===== config.mk =====
export PLATFORM = sky130hd
export DESIGN_NAME = sysclk_ctrl
export DESIGN_NICKNAME = d
export VERILOG_FILES = /design/src/rtl/sysclk_pkg.sv /design/src/rtl/osc_qualify.sv /design/src/rtl/ce_divider.sv /design/src/rtl/clkout_gen.sv /design/src/rtl/sysclk_ctrl.sv
export SDC_FILE = /design/constraint.sdc
export NUM_CORES = 1
export LEC_CHECK = 0
export BUFFER_PORTS_ARGS = -buffer_cell sky130_fd_sc_hd__buf_2
export CELL_PAD_IN_SITES_DETAIL_PLACEMENT = 1
export CELL_PAD_IN_SITES_GLOBAL_PLACEMENT = 2
export CORE_AREA = 2 2 116 118
export CTS_CLUSTER_SIZE = 20
export DETAILED_ROUTE_END_ITERATION = 8
export DIE_AREA = 0 0 118 120
export PLACE_DENSITY_LB_ADDON = 0.25
export SLEW_MARGIN = 40
export SYNTH_ARGS = -nofsm -noshare
export SYNTH_HDL_FRONTEND = slang
export SYNTH_HIERARCHICAL = 1
export SYNTH_SLANG_ARGS = --single-unit

===== constraint.sdc =====
create_clock -name clk -period 7.22 [get_ports clk]
set_input_delay 0.361 -clock clk [delete_from_list [all_inputs] [get_ports clk]]
set_output_delay 0.361 -clock clk [all_outputs]
set_load 0.02 [all_outputs]

===== src/rtl/sysclk_pkg.sv =====
// Shared types and constants for the system clock controller.
// Assumes three oscillators in a fixed index order: 0 high-precision, 1 external, 2 low-speed.
package sysclk_pkg;
    localparam int NUM_OSC  = 3;
    localparam int REG_W    = 8;
    localparam int OUTDIV_W = 7;

    typedef enum logic [1:0] {
        SRC_HP  = 2'b00,
        SRC_EXT = 2'b01,
        SRC_RSV = 2'b10,
        SRC_LP  = 2'b11
    } src_e;

    localparam logic [2:0] A_SEL  = 3'd0;
    localparam logic [2:0] A_DIV  = 3'd1;
    localparam logic [2:0] A_HP   = 3'd2;
    localparam logic [2:0] A_EXT  = 3'd3;
    localparam logic [2:0] A_LP   = 3'd4;
    localparam logic [2:0] A_OUT  = 3'd5;
    localparam logic [2:0] A_DBNC = 3'd6;

    // Maps a source code to an oscillator index. The reserved code maps to 0 and is never used.
    function automatic int unsigned src_index(src_e s);
        case (s)
            SRC_EXT: return 1;
            SRC_LP:  return 2;
            default: return 0;
        endcase
    endfunction
endpackage


===== src/rtl/osc_qualify.sv =====
// Debounce qualifier for one oscillator.
// Counts reference ticks after the oscillator is enabled and raises ready once the
// count reaches the programmed limit. Disabling the oscillator or power-down clears
// the count and the ready flag, so every restart begins again from zero.
module osc_qualify #(
    parameter int CW = 8
) (
    input  logic          clk,
    input  logic          rst_n,
    input  logic          en,
    input  logic          pd,
    input  logic          tick,
    input  logic [CW-1:0] limit,
    output logic          rdy
);
    logic [CW-1:0] cnt;

    // Tick counter and ready flag.
    always_ff @(posedge clk) begin
        if (!rst_n || !en || pd) begin
            cnt <= '0;
            rdy <= 1'b0;
        end else if (!rdy) begin
            if (cnt >= limit)
                rdy <= 1'b1;
            else if (tick)
                cnt <= cnt + 1'b1;
        end
    end
endmodule


===== src/rtl/ce_divider.sv =====
// Clock-enable divider for the system clock.
// Produces one enable pulse every max(div,1) cycles in which run is high. A new divide
// value is loaded only when the count reaches zero, so the period in progress completes.
module ce_divider #(
    parameter int W = 8
) (
    input  logic         clk,
    input  logic         rst_n,
    input  logic         run,
    input  logic [W-1:0] div,
    output logic         ce
);
    logic [W-1:0] cnt;
    logic [W-1:0] reload;

    // Reload value: divide values 0 and 1 both mean a pulse on every cycle.
    always_comb reload = (div <= 1) ? '0 : div - 1'b1;

    // Down counter that reloads at wrap.
    always_ff @(posedge clk) begin
        if (!rst_n)
            cnt <= '0;
        else if (run)
            cnt <= (cnt == '0) ? reload : cnt - 1'b1;
    end

    assign ce = run && (cnt == '0);
endmodule


===== src/rtl/clkout_gen.sv =====
// Divided main-clock output routed to one of two pins.
// Toggles every div cycles in which run is high. When div is zero the toggle is
// cleared. When run is low the toggle holds its level.
module clkout_gen #(
    parameter int W = 7
) (
    input  logic         clk,
    input  logic         rst_n,
    input  logic         run,
    input  logic [W-1:0] div,
    input  logic         pin_sel,
    output logic         out_a,
    output logic         out_b
);
    logic [W-1:0] cnt;
    logic         tog;

    // Toggle generator.
    always_ff @(posedge clk) begin
        if (!rst_n || div == '0) begin
            cnt <= '0;
            tog <= 1'b0;
        end else if (run) begin
            if (cnt >= div - 1'b1) begin
                cnt <= '0;
                tog <= ~tog;
            end else begin
                cnt <= cnt + 1'b1;
            end
        end
    end

    assign out_a = tog & ~pin_sel;
    assign out_b = tog & pin_sel;
endmodule


===== src/rtl/sysclk_ctrl.sv =====
// System clock controller top.
// Holds the register file, qualifies the three oscillators, switches the main source
// only when its target is ready, and drives the system clock enable and the divided
// output pins. Assumes that clk is the fast reference and that ref_tick is synchronous to it.
module sysclk_ctrl
    import sysclk_pkg::*;
(
    input  logic                clk,
    input  logic                rst_n,
    input  logic [2:0]          bus_addr,
    input  logic                bus_wr,
    input  logic [REG_W-1:0]    bus_wdata,
    output logic [REG_W-1:0]    bus_rdata,
    input  logic                ref_tick,
    input  logic                pwr_down,
    output logic [NUM_OSC-1:0]  osc_en,
    output logic                sys_ce,
    output logic                clk_out_a,
    output logic                clk_out_b
);
    src_e                 act_sel, pend_sel;
    logic [REG_W-1:0]     sys_div, dbnc;
    logic [NUM_OSC-1:0]   en_bits, rdy_vec;
    logic                 x_type, x_gain;
    logic [1:0]           x_filt;
    logic                 out_pin;
    logic [OUTDIV_W-1:0]  out_div;
    logic                 mclk_on;

    // Register writes.
    always_ff @(posedge clk) begin
        if (!rst_n) begin
            sys_div <= '0;
            dbnc    <= 8'h80;
            en_bits <= 3'b001;
            x_type  <= 1'b0;
            x_filt  <= 2'b00;
            x_gain  <= 1'b0;
            out_pin <= 1'b0;
            out_div <= '0;
        end else if (bus_wr) begin
            case (bus_addr)
                A_DIV:  sys_div <= bus_wdata;
                A_HP:   en_bits[0] <= bus_wdata[7];
                A_EXT: begin
                    en_bits[1] <= bus_wdata[7];
                    x_type     <= bus_wdata[6];
                    x_filt     <= bus_wdata[5:4];
                    x_gain     <= bus_wdata[3];
                end
                A_LP:   en_bits[2] <= bus_wdata[7];
                A_OUT: begin
                    out_pin <= bus_wdata[7];
                    out_div <= bus_wdata[6:0];
                end
                A_DBNC: dbnc <= bus_wdata;
                default: ;
            endcase
        end
    end

    // Source selection: hold a request pending until its target is ready.
    always_ff @(posedge clk) begin
        if (!rst_n) begin
            pend_sel <= SRC_HP;
            act_sel  <= SRC_HP;
        end else if (bus_wr && bus_addr == A_SEL && src_e'(bus_wdata[1:0]) != SRC_RSV) begin
            pend_sel <= src_e'(bus_wdata[1:0]);
        end else if (pend_sel != act_sel && rdy_vec[src_index(pend_sel)]) begin
            act_sel <= pend_sel;
        end
    end

    assign osc_en  = en_bits & {NUM_OSC{~pwr_down}};
    assign mclk_on = ~pwr_down & rdy_vec[src_index(act_sel)];

    // One debounce qualifier per oscillator.
    for (genvar i = 0; i < NUM_OSC; i++) begin : g_osc
        osc_qualify #(.CW(REG_W)) u_q (
            .clk   (clk),
            .rst_n (rst_n),
            .en    (en_bits[i]),
            .pd    (pwr_down),
            .tick  (ref_tick),
            .limit (dbnc),
            .rdy   (rdy_vec[i])
        );
    end

    ce_divider #(.W(REG_W)) u_div (
        .clk   (clk),
        .rst_n (rst_n),
        .run   (mclk_on),
        .div   (sys_div),
        .ce    (sys_ce)
    );

    clkout_gen #(.W(OUTDIV_W)) u_out (
        .clk     (clk),
        .rst_n   (rst_n),
        .run     (mclk_on),
        .div     (out_div),
        .pin_sel (out_pin),
        .out_a   (clk_out_a),
        .out_b   (clk_out_b)
    );

    // Read mux.
    always_comb begin
        case (bus_addr)
            A_SEL:  bus_rdata = {6'b0, act_sel};
            A_DIV:  bus_rdata = sys_div;
            A_HP:   bus_rdata = {en_bits[0], 6'b0, rdy_vec[0]};
            A_EXT:  bus_rdata = {en_bits[1], x_type, x_filt, x_gain, 2'b0, rdy_vec[1]};
            A_LP:   bus_rdata = {en_bits[2], 6'b0, rdy_vec[2]};
            A_OUT:  bus_rdata = {out_pin, out_div};
            A_DBNC: bus_rdata = dbnc;
            default: bus_rdata = '0;
        endcase
    end
endmodule


==> metrics.txt <==
outcome=finished, final reports clean; Cell Area, Synth=5176 um^2; area growth from synthesis to layout=10.64%; pre-CTS setup slack=4716 ps; drt total wl=14.25 mm; largest cells by area after synthesis=dfxtp_1 (30%), ha_1 (9.9%), mux2i_1 (9.9%); clock latency on the worst-skew pair=350 ps; Worst path max stage delay=420 ps; Die Y=120 um; Setup TNS Final=0 ps; Clock Pin Slew Worst Setup and Hold Paths=70 ps; Critical Path End=u_out/cnt[4]; Reg2Reg Setup Slack=4670 ps; worst-path maximum fanout=7; share of cells above drive strength 1=11.96%; first-pass GRT wire length=24.03 mm; Core ar.=12980 um^2; DRC viols=0; RSZ-0062 raised after global routing=no; Synth top area share=30.17%; CP cell instances=or3_1 > nor3_1 > xnor2_1 > ha_1 > a21o_1 > a221o_1 > a31oi_4 > o21ai_2 > nor2_1; reg2reg path depth=9; Final Wtd Congestion=0.8081; # diodes=0; Layout Nets=680; Static Leak=2.174 nW; Overall Global Routing Usage=21.26%; maximum vdd drop=93.17 uV; row cnt=42; Yosys cell types=65; largest net degree at the start of global routing=51; crit path launch=out_div[2]; CP arrival=2830 ps; Synth Flop Type=dfxtp_1; final setup vio count=0; vias per cell=5.654; post-synthesis sequential area ratio=30.17%; postcts setup bufs=0; FFs w/ async S/R, synth=0%; syn avg cell area=8.584 um^2; Hold Violations, Final=0; drt first pass iters=4; CP Capture Type=flip-flop; Initial Util=39.88%; Tmin final=2549 ps; dpl hpwl=10.46 mm; CTS tree=built; grt ovf=0; r2r endpoint=u_out/cnt[4]; f_max=392.3 MHz; Power Density=177.0 nW/um^2; Chip Width=118 um; Crit path max-delay family=compound AO/OA/AOI/OAI gates; die area=14160 um^2; Setup WS post-layout=4671 ps; Num CTS Buffers=9; Fillers=1581; Syn Nets=660; DR vias=4540; Clock Skew=9.739 ps; top-count cell post-synth=nand2_1; CTS Hold Bufs=0; # port buffers=29; vias in the first global route=4624; CP Buf/Inv Count=0; area of the multi-input gates=3344 um^2; final period utilization=35.31%; final slew viol count=0; Crit Reg-Reg Startpoint=out_div[2]; post-route ant nets=0; HP Start=bus_wdata[4]; clk sinks=78; initial antenna violation count=0; violation count after the first detailed-routing iteration=137; Hold Crit Class=primary input to flip-flop; register area=1562 um^2; kind of critical path=flip-flop to flip-flop; Post-Syn Instances=603; CTS H-tree depth=3; critical path data required time=7500 ps; Post-synth top cells=nand2_1 (95), dfxtp_1 (78), mux2i_1 (51), ha_1 (41), inv_1 (39); logic depth of the worst setup path including buffers=9; IO Pins=30; CTS-repair resized insts=0; clk root buf=clkbuf_16; Worst Max-Slew Pin Slew=683.5 ps; utilization after layout=44.12%; maxcap violations=0; max_slew headroom=54.27%; DR WL/cell=17.75 um; Yosys top cell by area=dfxtp_1; yosys warns=6; Clock Tree Buf Depth=2; Seq cells post-synth=78; EDFF count, synth=0; Worst setup SP type=flip-flop; Design Power=0.001013 W; Slowest-stage cell, CP=or3_1
## layer usage
layer / wire length, um / global-route usage [%] / vias up
met5: 0 / 0 / -
met4: 399 / 9.714 / 0
met3: 280 / 2.662 / 26
met2: 6775 / 35.83 / 59
met1: 6797 / 27.19 / 2232
li1: - / - / 2223
## stage by stage
step	hold slack, ps	instance area, um^2	cells
2_1_floorplan	440.3	5176	603
3_3_place_gp	461.7	5430	788
3_5_place_dp	471.4	5430	788
4_1_cts	302.2	5720	803
5_1_grt	330.0	5727	803
6_report	314.5	5727	803
## registers in the layout (all words and copies together) (netlist names), 2 cells and up
name / count
act_sel: 2
dbnc: 8
en_bits: 3
g_osc.u_q/cnt: 24
g_osc.u_q/rdy: 3
out_div: 7
pend_sel: 2
sys_div: 8
u_div/cnt: 8
u_out/cnt: 7
x_filt: 2
## layout make-up
class                      instances  share of cell area (%)
multi-input combinational        463                   58.40
clock buffer                      11                   4.239
tap                              176                   3.845
sequential                        78                   27.27
clock inverter                     4                  0.8302
timing repair buffer              31                   2.797
inverter                          40                   2.622
## worst min-delay path by stage
stage                                      to  depth (start not counted)
after floorplan              g_osc[0].u_q/rdy                          1
after global placement    g_osc[2].u_q/cnt[7]                          2
after detailed placement  g_osc[1].u_q/cnt[7]                          2
after CTS                          out_div[6]                          3
after global routing               out_div[2]                          3
final                                 dbnc[4]                          3
## placed cells by master, fill, tap and decap left out, types with 14 or more instances in the layout
master | Yosys | layout
a21boi_0 | 16 | 16
a31oi_1 | 20 | 20
buf_2 | 6 | 29
dfxtp_1 | 78 | 78
ha_1 | 41 | 41
inv_1 | 39 | 39
mux2i_1 | 51 | 51
nand2_1 | 95 | 95
nand4_1 | 14 | 14
nor2_1 | 19 | 19
nor2b_1 | 25 | 25
o21ai_0 | 14 | 14
or3_1 | 21 | 21
## tightest hold or removal path: cells and delay by family
family                 cells  cell delay (ps)
buffers and inverters      1              140
AND/OR/NAND/NOR            1               60
AO/OA/AOI/OAI              1               60
## report_power, final
part           internal, W  switching, W
Sequential        0.000436    0.00000850
Combinational    0.0000408     0.0000672
Clock             0.000274      0.000187
## cells by family after synthesis
kind of cell	share of synthesized area (%)
flops	30.17
buf+inv	5.439
mux	10.73
compound gates	16.44
xor+xnor	2.369
simple gates	24.95
fa+ha+maj	9.911
(Power assumes the default switching activity.)
